**src/rtl/spare_remap_pkg.sv**
```systemverilog
package spare_remap_pkg;

  // Strobes from the decision logic to the state/mapping path.
  typedef struct packed {
    logic commitFault;  // take a new repair column
    logic clearAll;     // drop the repair and the sticky flag
    logic flagSecond;   // record an unrepairable second fault
  } remap_ctrl_t;

endpackage

```
**src/rtl/spare_remap_ctrl.sv**
```systemverilog
module spare_remap_ctrl
  import spare_remap_pkg::*;
#(
  parameter int NUM_COLS = 4,
  parameter int COL_W    = 3
) (
  input  logic             clk,
  input  logic             rst_n,
  input  logic             updateStrobe,
  input  logic             faultValid,
  input  logic [COL_W-1:0] faultCol,
  input  logic             activeValid,
  input  logic [COL_W-1:0] activeCol,
  output remap_ctrl_t      ctrlOut
);

  logic inRange;
  logic faultReq;

  assign inRange  = faultCol < COL_W'(NUM_COLS);
  assign faultReq = updateStrobe && faultValid && inRange;

  always_comb begin
    ctrlOut             = '0;
    ctrlOut.clearAll    = updateStrobe && !faultValid;
    ctrlOut.commitFault = faultReq && !activeValid;
    ctrlOut.flagSecond  = faultReq && activeValid && (faultCol != activeCol);
  end

  // an out-of-range index never moves the repair state.
  assert_ignore_range_R9: assert property (@(posedge clk) disable iff (!rst_n)
    (updateStrobe && faultValid && !inRange)
      |=> ($stable(activeValid) && $stable(activeCol)));

  // a repeated report of the active column leaves the state alone.
  assert_same_col_R7: assert property (@(posedge clk) disable iff (!rst_n)
    (updateStrobe && faultValid && activeValid && faultCol == activeCol)
      |=> ($stable(activeValid) && $stable(activeCol)));

endmodule

```
**src/rtl/spare_remap_path.sv**
```systemverilog
module spare_remap_path
  import spare_remap_pkg::*;
#(
  parameter int NUM_ROWS = 4,
  parameter int NUM_COLS = 4,
  parameter int COL_W    = 3
) (
  input  logic                        clk,
  input  logic                        rst_n,
  input  remap_ctrl_t                 ctrlIn,
  input  logic [COL_W-1:0]            newCol,
  output logic                        activeValid,
  output logic [COL_W-1:0]            activeCol,
  output logic [NUM_COLS*COL_W-1:0]   mapTable,
  output logic [NUM_ROWS*NUM_COLS-1:0] segBypass,
  output logic                        spareActive,
  output logic                        leftIfSel,
  output logic                        rightIfSel,
  output logic                        unrecoverable
);

  // Single repair state: every output is decoded from these registers,
  // so a commit becomes visible everywhere on the same edge.
  always_ff @(posedge clk or negedge rst_n) begin
    if (!rst_n) begin
      activeValid   <= 1'b0;
      activeCol     <= '0;
      unrecoverable <= 1'b0;
    end else if (ctrlIn.clearAll) begin
      activeValid   <= 1'b0;
      activeCol     <= '0;
      unrecoverable <= 1'b0;
    end else if (ctrlIn.commitFault) begin
      activeValid   <= 1'b1;
      activeCol     <= newCol;
    end else if (ctrlIn.flagSecond) begin
      unrecoverable <= 1'b1;
    end
  end

  // Logical-to-physical column map.
  for (genvar lc = 0; lc < NUM_COLS; lc++) begin : g_map
    assign mapTable[lc*COL_W +: COL_W] =
      (activeValid && (COL_W'(lc) >= activeCol)) ? COL_W'(lc + 1) : COL_W'(lc);
  end

  // Bypass selectors on each row's single-wire segments.
  for (genvar r = 0; r < NUM_ROWS; r++) begin : g_row
    for (genvar c = 0; c < NUM_COLS; c++) begin : g_col
      assign segBypass[r*NUM_COLS + c] = activeValid && (activeCol == COL_W'(c));
    end
  end

  assign spareActive = activeValid;
  assign rightIfSel  = activeValid;
  assign leftIfSel   = activeValid && (activeCol == '0);

  // the repair state moves only after a strobe from control.
  assert_hold_R6: assert property (@(posedge clk) disable iff (!rst_n)
    (!$past(ctrlIn.commitFault) && !$past(ctrlIn.clearAll) && !$past(ctrlIn.flagSecond))
      |-> ($stable(activeValid) && $stable(activeCol) && $stable(unrecoverable)));

  // at most one column per row is bypassed.
  assert_onehot_R3: assert property (@(posedge clk) disable iff (!rst_n)
    $onehot0(segBypass[NUM_COLS-1:0]));

  // the sticky flag can only stand on top of an existing repair.
  assert_unrec_R7: assert property (@(posedge clk) disable iff (!rst_n)
    unrecoverable |-> activeValid);

  // a rising flag never disturbs the repaired column.
  assert_freeze_R7: assert property (@(posedge clk) disable iff (!rst_n)
    $rose(unrecoverable) |-> $stable(activeCol));

  // a clear always drops the flag.
  assert_clear_R8: assert property (@(posedge clk) disable iff (!rst_n)
    $past(ctrlIn.clearAll) |-> (!unrecoverable && !spareActive));

  // the map stays strictly increasing.
  for (genvar m = 0; m + 1 < NUM_COLS; m++) begin : g_mono
    assert_mono_R2: assert property (@(posedge clk) disable iff (!rst_n)
      mapTable[(m+1)*COL_W +: COL_W] > mapTable[m*COL_W +: COL_W]);
  end

  // the last logical column sits in the spare exactly when the spare is in use.
  assert_spare_R4: assert property (@(posedge clk) disable iff (!rst_n)
    spareActive == (mapTable[(NUM_COLS-1)*COL_W +: COL_W] == COL_W'(NUM_COLS)));

endmodule

```
**src/rtl/spare_col_remap.sv**
```systemverilog
module spare_col_remap
  import spare_remap_pkg::*;
#(
  parameter  int NUM_ROWS = 4,
  parameter  int NUM_COLS = 4,
  localparam int COL_W    = $clog2(NUM_COLS + 1)
) (
  input  logic                         clk,
  input  logic                         rst_n,
  input  logic                         updateStrobe,
  input  logic                         faultValid,
  input  logic [COL_W-1:0]             faultCol,
  output logic [NUM_COLS*COL_W-1:0]    mapTable,
  output logic [NUM_ROWS*NUM_COLS-1:0] segBypass,
  output logic                         spareActive,
  output logic                         leftIfSel,
  output logic                         rightIfSel,
  output logic                         unrecoverable
);

  remap_ctrl_t      ctrlBus;
  logic             activeValid;
  logic [COL_W-1:0] activeCol;

  spare_remap_ctrl #(
    .NUM_COLS(NUM_COLS),
    .COL_W   (COL_W)
  ) u_ctrl (
    .clk         (clk),
    .rst_n       (rst_n),
    .updateStrobe(updateStrobe),
    .faultValid  (faultValid),
    .faultCol    (faultCol),
    .activeValid (activeValid),
    .activeCol   (activeCol),
    .ctrlOut     (ctrlBus)
  );

  spare_remap_path #(
    .NUM_ROWS(NUM_ROWS),
    .NUM_COLS(NUM_COLS),
    .COL_W   (COL_W)
  ) u_path (
    .clk          (clk),
    .rst_n        (rst_n),
    .ctrlIn       (ctrlBus),
    .newCol       (faultCol),
    .activeValid  (activeValid),
    .activeCol    (activeCol),
    .mapTable     (mapTable),
    .segBypass    (segBypass),
    .spareActive  (spareActive),
    .leftIfSel    (leftIfSel),
    .rightIfSel   (rightIfSel),
    .unrecoverable(unrecoverable)
  );

endmodule

```
**config.mk**
```make
export PLATFORM = sky130hd
export DESIGN_NAME = spare_col_remap
export DESIGN_NICKNAME = d
export VERILOG_FILES = /design/src/rtl/spare_remap_pkg.sv /design/src/rtl/spare_remap_ctrl.sv /design/src/rtl/spare_remap_path.sv /design/src/rtl/spare_col_remap.sv
export SDC_FILE = /design/constraint.sdc
export NUM_CORES = 1
export LEC_CHECK = 0
export CAP_MARGIN = 10
export CELL_PAD_IN_SITES_DETAIL_PLACEMENT = 2
export CELL_PAD_IN_SITES_GLOBAL_PLACEMENT = 2
export CORE_ASPECT_RATIO = 1.4
export CORE_UTILIZATION = 17
export CTS_BUF_LIST = sky130_fd_sc_hd__clkbuf_8
export DETAILED_ROUTE_END_ITERATION = 8
export GPL_TIMING_DRIVEN = 0
export PLACE_DENSITY_LB_ADDON = 0.1
export SYNTH_ARGS = -nofsm -noshare
export SYNTH_HDL_FRONTEND = slang
export SYNTH_HIERARCHICAL = 1
export SYNTH_SLANG_ARGS = --single-unit
```
**constraint.sdc**
```tcl
create_clock -name clk -period 1.8 [get_ports clk]
set_input_delay 0.36 -clock clk [delete_from_list [all_inputs] [get_ports clk]]
set_output_delay 0.36 -clock clk [all_outputs]
set_load 0.02 [all_outputs]
```
### Yosys cells after proc, flatten, opt, wreduce, memory -nomap -nowiden

Index checks and enable logic that the tools add are counted.

* flip-flop bits (word level): 5
* output and inout bits: 32

* magnitude comparators: 5
* equality and inequality tests: 5
* muxes and demuxes: 11
* reductions and logical operators: 20

Operators with widths (count)
* logical AND 1 bit: 14
* two-way mux 3 bit: 3
* two-way mux 1 bit: 7
* == test 3 x 2 -> 1 bit, second input constant: 2
* greater-or-equal comparator 1 x 3 -> 1 bit, first input constant: 2
* greater-or-equal comparator 2 x 3 -> 1 bit, first input constant: 2
* nonzero test 2 bit: 2
* == test 3 x 1 -> 1 bit, second input constant: 1
* logical NOT 3 bit: 1
* less-than comparator 3 bit, second input constant: 1
* inequality test 3 bit: 1
* logical NOT 1 bit: 2
* two-way mux 2 bit: 1
* inequality test 2 bit, second input constant: 1
* AND reduction 2 bit: 1

### Depth between registers and ports, before layout

Gate-level depths: netlist of run 1.

* word-level depth: 7
* depth in mapped cells: 5
* depth with buffers taken out: 4

### Cells and area by module

The synthesis of run 1 kept the hierarchy.

Modules (own cells, without submodules)
* spare_remap_path: instances 1, cells an instance 53, area each 450.4 um^2
* spare_remap_ctrl: instances 1, cells an instance 8, area each 51.3 um^2

### Worst setup path after synthesis of run 1

No wires, ideal clock.

* kind: register to output
* start point: reg u_path.activeCol[2]
* end point: out segBypass[0]
* arrival time: 1.582 ns
* required time: 1.440 ns
* path slack: -0.142 ns
* stages on the path, launching flop included: 5
* path buffers: 2
* cells stage by stage: dfrtp_1 -> nand2b_4 -> buf_6 -> nor3_1 -> buf_4

* cells in the longest elaborated chain, start to end: 2

Ends and longest elaborated chain
* start, declared: line spare_remap_path.sv:13 `output logic [COL_W-1:0] activeCol,`
* start signal, assigned: line spare_remap_path.sv:35 `activeCol <= newCol;`
* logical NOT 3 bit
* logical AND 1 bit
* end, declared: line spare_col_remap.sv:14 `output logic [NUM_ROWS*NUM_COLS-1:0] segBypass,`

No other way between the ends.

### Final worst setup path of run 1

* start point: reg u_path.activeCol[2]
* end point: out mapTable[0]

* cells in the longest elaborated chain, start to end: 3

Ends and longest elaborated chain
* greater-or-equal comparator 1 x 3 -> 1 bit: line spare_remap_path.sv:44 `(activeValid && (COL_W'(lc) >= activeCol)) ? COL_W'(lc + 1) : COL_W'(lc);`
* logical AND 1 bit: line spare_remap_path.sv:44
* two-way mux 1 bit: line spare_remap_path.sv:44
* end, declared: line spare_col_remap.sv:13 `output logic [NUM_COLS*COL_W-1:0] mapTable,`

No other way between the ends.

==> reports/metrics.cfg, run 1 <==
[timing]
period_needed_ps = 1780
setup_viol = 0
clock_skew_ps = 0.593
rsz0062_at_grt = yes
finalCritPeriodShare = 0.989
fin_ws_ps = 20.0
finalSetupTns_ps = 0
hold_viol = 0
fmax_mhz = 562
maxSlewViolCount = 0

[setup_path]
critPathLaunchType = flip-flop
critPathSlowestCell = dfrtp_1
crit_chain = nand2b_4 > buf_4 > nor3_1 > clkdlybuf4s15_1
critPathArrivalTime_ps = 1420
endpoint_kind = primary output
reg2reg_from = u_path/activeValid$_DFFE_PN0P_
cp_max_fo = 5
max_stage_delay_ps = 380
crit_type = flip-flop to primary output
cp.required_ps = 1440
crit_start = u_path/activeCol[2]$_DFFE_PN0P_
cp_top_family = buffers and inverters
r2r_slack_ps = 520
worst-path-buf-inv = 2

[routing]
wl_per_cell_um = 11.0
detail_route.vias_per_cell = 3.74
drc = 0
num_vias = 527
drtIter0Drc = 9
first_pass_iters = 4
ant_nets = 0
wl_um = 1550

[yosys]
synth_edf_count = 0
ys_types = 20
yosysTopAreaCell = buf_4
synth_flop_cell = dfrtp_1
ys_top_cells_by_area = buf_4, dfrtp_1, mux2i_1, nor2_1, nor3b_2
syn_avg_cell_area_sq_um = 8.23
async_flop_share = 1.00
ys_ff_latch = 5
yosysMostFrequentCell = buf_4
syn-cell-area_sq_um = 502
synth-seq-area-share = 0.249
synth_top_area_share = 0.314
synthCells = 61
ys_top_cells_by_count = buf_4, nor2_1, dfrtp_1
yosys_warnings = 6

[placed_design]
pre_cts_slack_ps = -280
dp_hpwl_um = 1220
dpl.cell_count = 134
io_buffers = 33
finalWeightedCongestion = 0.634

[cts]
numCtsBuffers = 3
clock_latency_ps = 220
cts_buffer_depth = 2
root_buffer = clkbuf_8
cts_tree = done
hold_buffers = 0
numClockSinks = 5
path_clk_slew_ps = 30
htree_levels = 1

[pwr]
ir_drop_mv = 0.371
powerDensity_nw_per_um2 = 671
total_leakage_power_nw = 0.467

[die]
die_x_um = 47.9
die_y_um = 66.3
core_area_sq_um = 2820
initial_core_util = 0.178
rows = 23
io_pins = 39
fp.dieArea_sq_um = 3180

[outcome]
status = completed

[grt]
grt_max_degree = 12
grt_antenna_before_repair = 0
grt_overflow = 0
grt_pass1_vias = 490
track_usage = 0.102
grt_pass1_wl_um = 2230

[final_layout]
fillers = 353
finalNonFillerCells = 141
drive_gt1_frac = 0.529
final_nets = 112
num_antenna_cells = 0
area_delta_synth_final_pct = 88.5

[worst_hold_path]
hp-class = input pin to asynchronous set/reset pin

[job]
maxCapViolCount = 0

sequential cells by signal, indices dropped and copies added (netlist names):
register / cells
u_path/activeCol: 3
u_path/activeValid: 1
u_path/unrecoverable: 1
path summary, 6_finish.rpt:
| kind | to | depth (start not counted) |
|---|---|---|
| setup / recovery | mapTable[0] | 4 |
| hold / removal | u_path/unrecoverable$_DFFE_PN0P_ | 1 |
| setup reg to reg | u_path/activeCol[2]$_DFFE_PN0P_ | 4 |
| hold reg to reg | u_path/unrecoverable$_DFFE_PN0P_ | 2 |
| max in group asynchronous | u_path/activeCol[0]$_DFFE_PN0P_ | 1 |
| min in group clk | u_path/unrecoverable$_DFFE_PN0P_ | 2 |
through the flow:
stage / cell area (sq um) / util / hold WS (ps) / power (mW)
after floorplan: 518 / - / 64.4 / 0.314
after detailed placement: 895 / 0.317 / 517 / 0.444
after CTS: 946 / 0.335 / 377 / 0.644
after global placement: 895 / 0.317 / 504 / 0.439
final: 946 / 0.335 / 366 / 0.635
after global routing: 946 / 0.335 / 388 / 0.676
routing by layer:
layer	wire length, um	vias to the layer above	global-route usage
met4	8	0	0.0521
met3	96	2	0.0301
met1	475	252	0.0872
met2	974	21	0.193
met5	0	-	0
li1	-	252	-
worst register-to-register path: stages (launching register included):
cell and delay [ps]:
dfrtp_2 460, nor3_1 200, clkbuf_2 210, mux2i_1 220
nor2_1 70
power breakdown:
part / switching, mW / total, mW / internal, mW
sequential: 0.0177 / 0.142 / 0.124
clock: 0.0523 / 0.198 / 0.146
combinational: 0.152 / 0.294 / 0.142
total: 0.222 / 0.635 / 0.412
layout by cell type (no fill, tap or decap), drive strengths merged:
cell type      count
inv                4
nor2               7
clkdlybuf4s50      7
a21oi              2
nand4b             1
dfrtp              5
nor3b              2
nor2b              1
a31oi              1
nand2              2
buf               37
clkdlybuf4s15      7
dlygate4sd2        6
conb               5
or2                1
clkbuf             5
xnor2              2
mux2i              3
nor3               3
nand2b             3
final cells by class:
type	count	area [sq um]	area share
timing repair buffer	37	315	0.333
multi-input combinational	33	238	0.251
buffer	22	163	0.172
sequential	5	128	0.135
tap	37	46.3	0.0489
clock buffer	3	41.3	0.0437
inverter	3	11.3	0.0119
clock inverter	1	3.75	0.00397
cells by family after synthesis:
family / count (synthesis) / share of synthesized area
AO/OA/AOI/OAI: 3 / 0.0324
flip-flops: 5 / 0.249
multiplexers: 3 / 0.0599
AND/OR/NAND/NOR: 19 / 0.229
buffers and inverters: 27 / 0.379
XOR/XNOR: 2 / 0.0349
other: 2 / 0.0150
what timing repair did:
item                                    CTS  global route
gates resized for setup                  75             7
endpoints found under the setup margin   26            17
gates cloned                              0             1
pin swaps                                 1             1
setup buffers                             1             3
No activity file was read; power rests on OpenSTA's default activity.
==> inputs of run 2 (changes only) <==
--- a/config.mk
+++ b/config.mk
@@ -14,6 +14,7 @@
 export DETAILED_ROUTE_END_ITERATION = 8
 export GPL_TIMING_DRIVEN = 0
 export PLACE_DENSITY_LB_ADDON = 0.1
+export SLEW_MARGIN = 20
 export SYNTH_ARGS = -nofsm -noshare
 export SYNTH_HDL_FRONTEND = slang
 export SYNTH_HIERARCHICAL = 1
==> results of run 2 <==
No change in the layout: final DEF, timing and power equal those of run 1.
==> inputs of run 3 (changes only) <==
--- a/config.mk
+++ b/config.mk
@@ -9,9 +9,11 @@
 export CELL_PAD_IN_SITES_DETAIL_PLACEMENT = 2
 export CELL_PAD_IN_SITES_GLOBAL_PLACEMENT = 2
 export CORE_ASPECT_RATIO = 1.4
+export CORE_MARGIN = 2
 export CORE_UTILIZATION = 17
 export CTS_BUF_LIST = sky130_fd_sc_hd__clkbuf_8
 export DETAILED_ROUTE_END_ITERATION = 8
+export GPL_ROUTABILITY_DRIVEN = 0
 export GPL_TIMING_DRIVEN = 0
 export PLACE_DENSITY_LB_ADDON = 0.1
 export SLEW_MARGIN = 20
==> run 3 against run 2 <==
- global-route usage barely moved
- via count fell by 1.3%
- combinational power fell by 3%
- flip-flop and latch count did not move
- final area fell by 0.66%
- register-to-register slack got worse by 160 ps
- largest cell class unchanged
- total power fell by 0.84%
- routed wire length fell by 0.58%
- clock skew barely moved
==> reports/metrics.cfg, run 3 (synthesized netlist as in run 1, its figures left out) <==
[setup_path]
critPathLaunchType = flip-flop  ; unchanged
cp_max_fo = 6  ; was 5
critPathSlowestCell = dfrtp_1  ; unchanged
r2r_slack_ps = 360  ; was 520 ps
max_stage_delay_ps = 400  ; was 380 ps
cp.required_ps = 1440  ; about the same
crit_type = flip-flop to primary output  ; unchanged
critPathArrivalTime_ps = 1400  ; was 1420 ps
cp_top_family = simple AND/OR/NAND/NOR gates  ; was buffers and inverters
worst-path-buf-inv = 1  ; was 2
endpoint_kind = primary output  ; unchanged
crit_chain = nand2b_4 > nor3b_4 > dlygate4sd2_1  ; was nand2b_4 > buf_4 > nor3_1 > clkdlybuf4s15_1

[grt]
grt_pass1_vias = 531  ; was 490
met1_usage = 0.0993  ; was 0.0872
use_met3 = 0.0284  ; was 0.0301
grt_max_degree = 10  ; was 12
track_usage = 0.102  ; about the same
grt_pass1_wl_um = 2550  ; was 2230 um
busiest_layer = met2  ; unchanged
grt_antenna_before_repair = 0  ; unchanged
gr-usage-met2 = 0.190  ; was 0.193
grt_overflow = 0  ; unchanged

[timing]
fmax_mhz = 567  ; was 562 MHz
rsz0062_at_grt = yes  ; unchanged
finalCritPeriodShare = 0.980  ; was 0.989
hold_ws_ps = 366  ; about the same
hold_viol = 0  ; unchanged
setup_viol = 0  ; unchanged
finalSetupTns_ps = 0  ; unchanged
clock_skew_ps = 0.380  ; was 0.593 ps
maxSlewViolCount = 0  ; unchanged
fin_ws_ps = 35.7  ; was 20.0 ps
period_needed_ps = 1760  ; was 1780 ps

[die]
fp.dieArea_sq_um = 3410  ; was 3180 sq um
initial_core_util = 0.176  ; was 0.178
core_area_sq_um = 2850  ; was 2820 sq um
io_pins = 39  ; unchanged
die_y_um = 68.3  ; was 66.3 um
rows = 23  ; unchanged
die_x_um = 49.9  ; was 47.9 um

[routing]
num_vias = 520  ; was 527
wl_per_cell_um = 11.0  ; about the same
drtIter0Drc = 3  ; was 9
detail_route.vias_per_cell = 3.71  ; was 3.74
wl_um = 1550  ; about the same
drc = 0  ; unchanged
first_pass_iters = 3  ; was 4
ant_nets = 0  ; unchanged

[final_layout]
fillers = 324  ; was 353
largest_reg_flops = 3  ; unchanged
drive_gt1_frac = 0.495  ; was 0.529
num_antenna_cells = 0  ; unchanged
fin_area_sq_um = 940  ; was 946 sq um
largestRegisters = u_path/activeCol: 3 flops, u_path/activeValid: 1 flops, u_path/unrecoverable: 1 flops  ; unchanged
area_delta_synth_final_pct = 87.3  ; was 88.5%
mostFrequentLayoutCells = buf_4, clkdlybuf4s50_1, dlygate4sd2_1  ; was buf_4, clkdlybuf4s50_1, dlygate4sd2_1, nor2_1
finalNonFillerCells = 140  ; was 141
final_nets = 111  ; was 112
regMostFlops = u_path/activeCol  ; unchanged
final_common_cell = buf_4  ; unchanged

[placed_design]
dp_hpwl_um = 1210  ; was 1220 um
place_area_sq_um = 895  ; unchanged
io_buffers = 33  ; unchanged
pre_cts_slack_ps = -303  ; was -280 ps
dpl.cell_count = 134  ; unchanged

[pwr]
p_comb_frac = 0.454  ; was 0.464
ir_drop_mv = 0.443  ; was 0.371 mV
powerDensity_nw_per_um2 = 670  ; was 671 nW/um^2
internal-power_mw = 0.406  ; was 0.412 mW
p_switching_mw = 0.223  ; was 0.222 mW
pwr-share-clk = 0.319  ; was 0.312
power_frac_seq = 0.227  ; was 0.224
total_leakage_power_nw = 0.478  ; was 0.467 nW
p_sw_frac = 0.355  ; was 0.351

[job]
maxCapViolCount = 0  ; unchanged

[cts]
path_clk_slew_ps = 30  ; about the same
numCtsBuffers = 3  ; unchanged
cts_buffer_depth = 2  ; unchanged
cts_tree = done  ; unchanged
root_buffer = clkbuf_8  ; unchanged
numClockSinks = 5  ; unchanged
htree_levels = 1  ; unchanged
clock_latency_ps = 220  ; about the same

[outcome]
status = completed  ; unchanged

[worst_hold_path]
hp-class = input pin to asynchronous set/reset pin  ; unchanged

## run 3: cell count changes in the layout (fill, tap and decap cells not counted)
cell             change
nand2b_4             +1
buf_6                +4
clkdlybuf4s15_2      -4
clkdlybuf4s50_1      +2
nand2b_2             -1
clkdlybuf4s15_1      -2
buf_4                -7
clkbuf_2             +3
dlygate4sd2_1        +3
## run 3: repair_timing
action | 4_1_cts | 5_1_grt
gates resized for setup | 69 | 10
endpoints found under the setup margin | 25 | 13
pin swaps | 2 | 1
hold buffers | 0 | 0
gates cloned | 1 | 0
setup buffers | 2 | 1
## run 3: final timing paths
kind,start,endpoint,cells after the start
min,rst_n,u_path/activeCol[1]$_DFFE_PN0P_,1
max,u_path/activeCol[2]$_DFFE_PN0P_,segBypass[1],3
min in group clk,u_path/unrecoverable$_DFFE_PN0P_,u_path/unrecoverable$_DFFE_PN0P_,2
max in group asynchronous,rst_n,u_path/activeValid$_DFFE_PN0P_,1
min reg2reg,u_path/unrecoverable$_DFFE_PN0P_,u_path/unrecoverable$_DFFE_PN0P_,2
max reg2reg,u_path/activeValid$_DFFE_PN0P_,u_path/activeCol[1]$_DFFE_PN0P_,5
## run 3: per-layer routing
metal  part of all wire  routed length (um)
met1               0.34                 522
met4              0.019                  30
met5                  0                   0
met3              0.052                  81
met2               0.59                 911
## run 3: final cells by class
| class | instances | area (sq um) | area share |
|---|---|---|---|
| well taps | 37 | 46.3 | 0.0493 |
| repair buffers | 36 | 297 | 0.316 |
| multi-input cells | 33 | 243 | 0.258 |
| plain buffers | 22 | 170 | 0.181 |
| clock inverters | 1 | 3.75 | 0.00399 |
| flip-flops and latches | 5 | 128 | 0.136 |
| inverters | 3 | 11.3 | 0.0120 |
| clock buffers | 3 | 41.3 | 0.0439 |
## run 3: worst register-to-register path, stage by stage (launching register included)
cell and delay [ps]:
dfrtp_2 460, buf_4 160, nor3_1 190, clkbuf_2 220, mux2i_1 210, nor2_1 60
## run 3: power by group through the flow
stage	combinational [mW]	sequential, mW	clock [mW]
finish	0.286	0.143	0.201
global route	0.309	0.146	0.215
CTS	0.285	0.145	0.206
detailed placement	0.305	0.139	0
global placement	0.300	0.139	0
floorplan	0.176	0.138	0
## run 3: metrics by stage
stage | util | total power [mW]
after global routing | 0.330 | 0.670
final | 0.330 | 0.629
after floorplan | - | 0.314
after CTS | 0.329 | 0.635
after global placement | 0.314 | 0.439
after detailed placement | 0.314 | 0.444
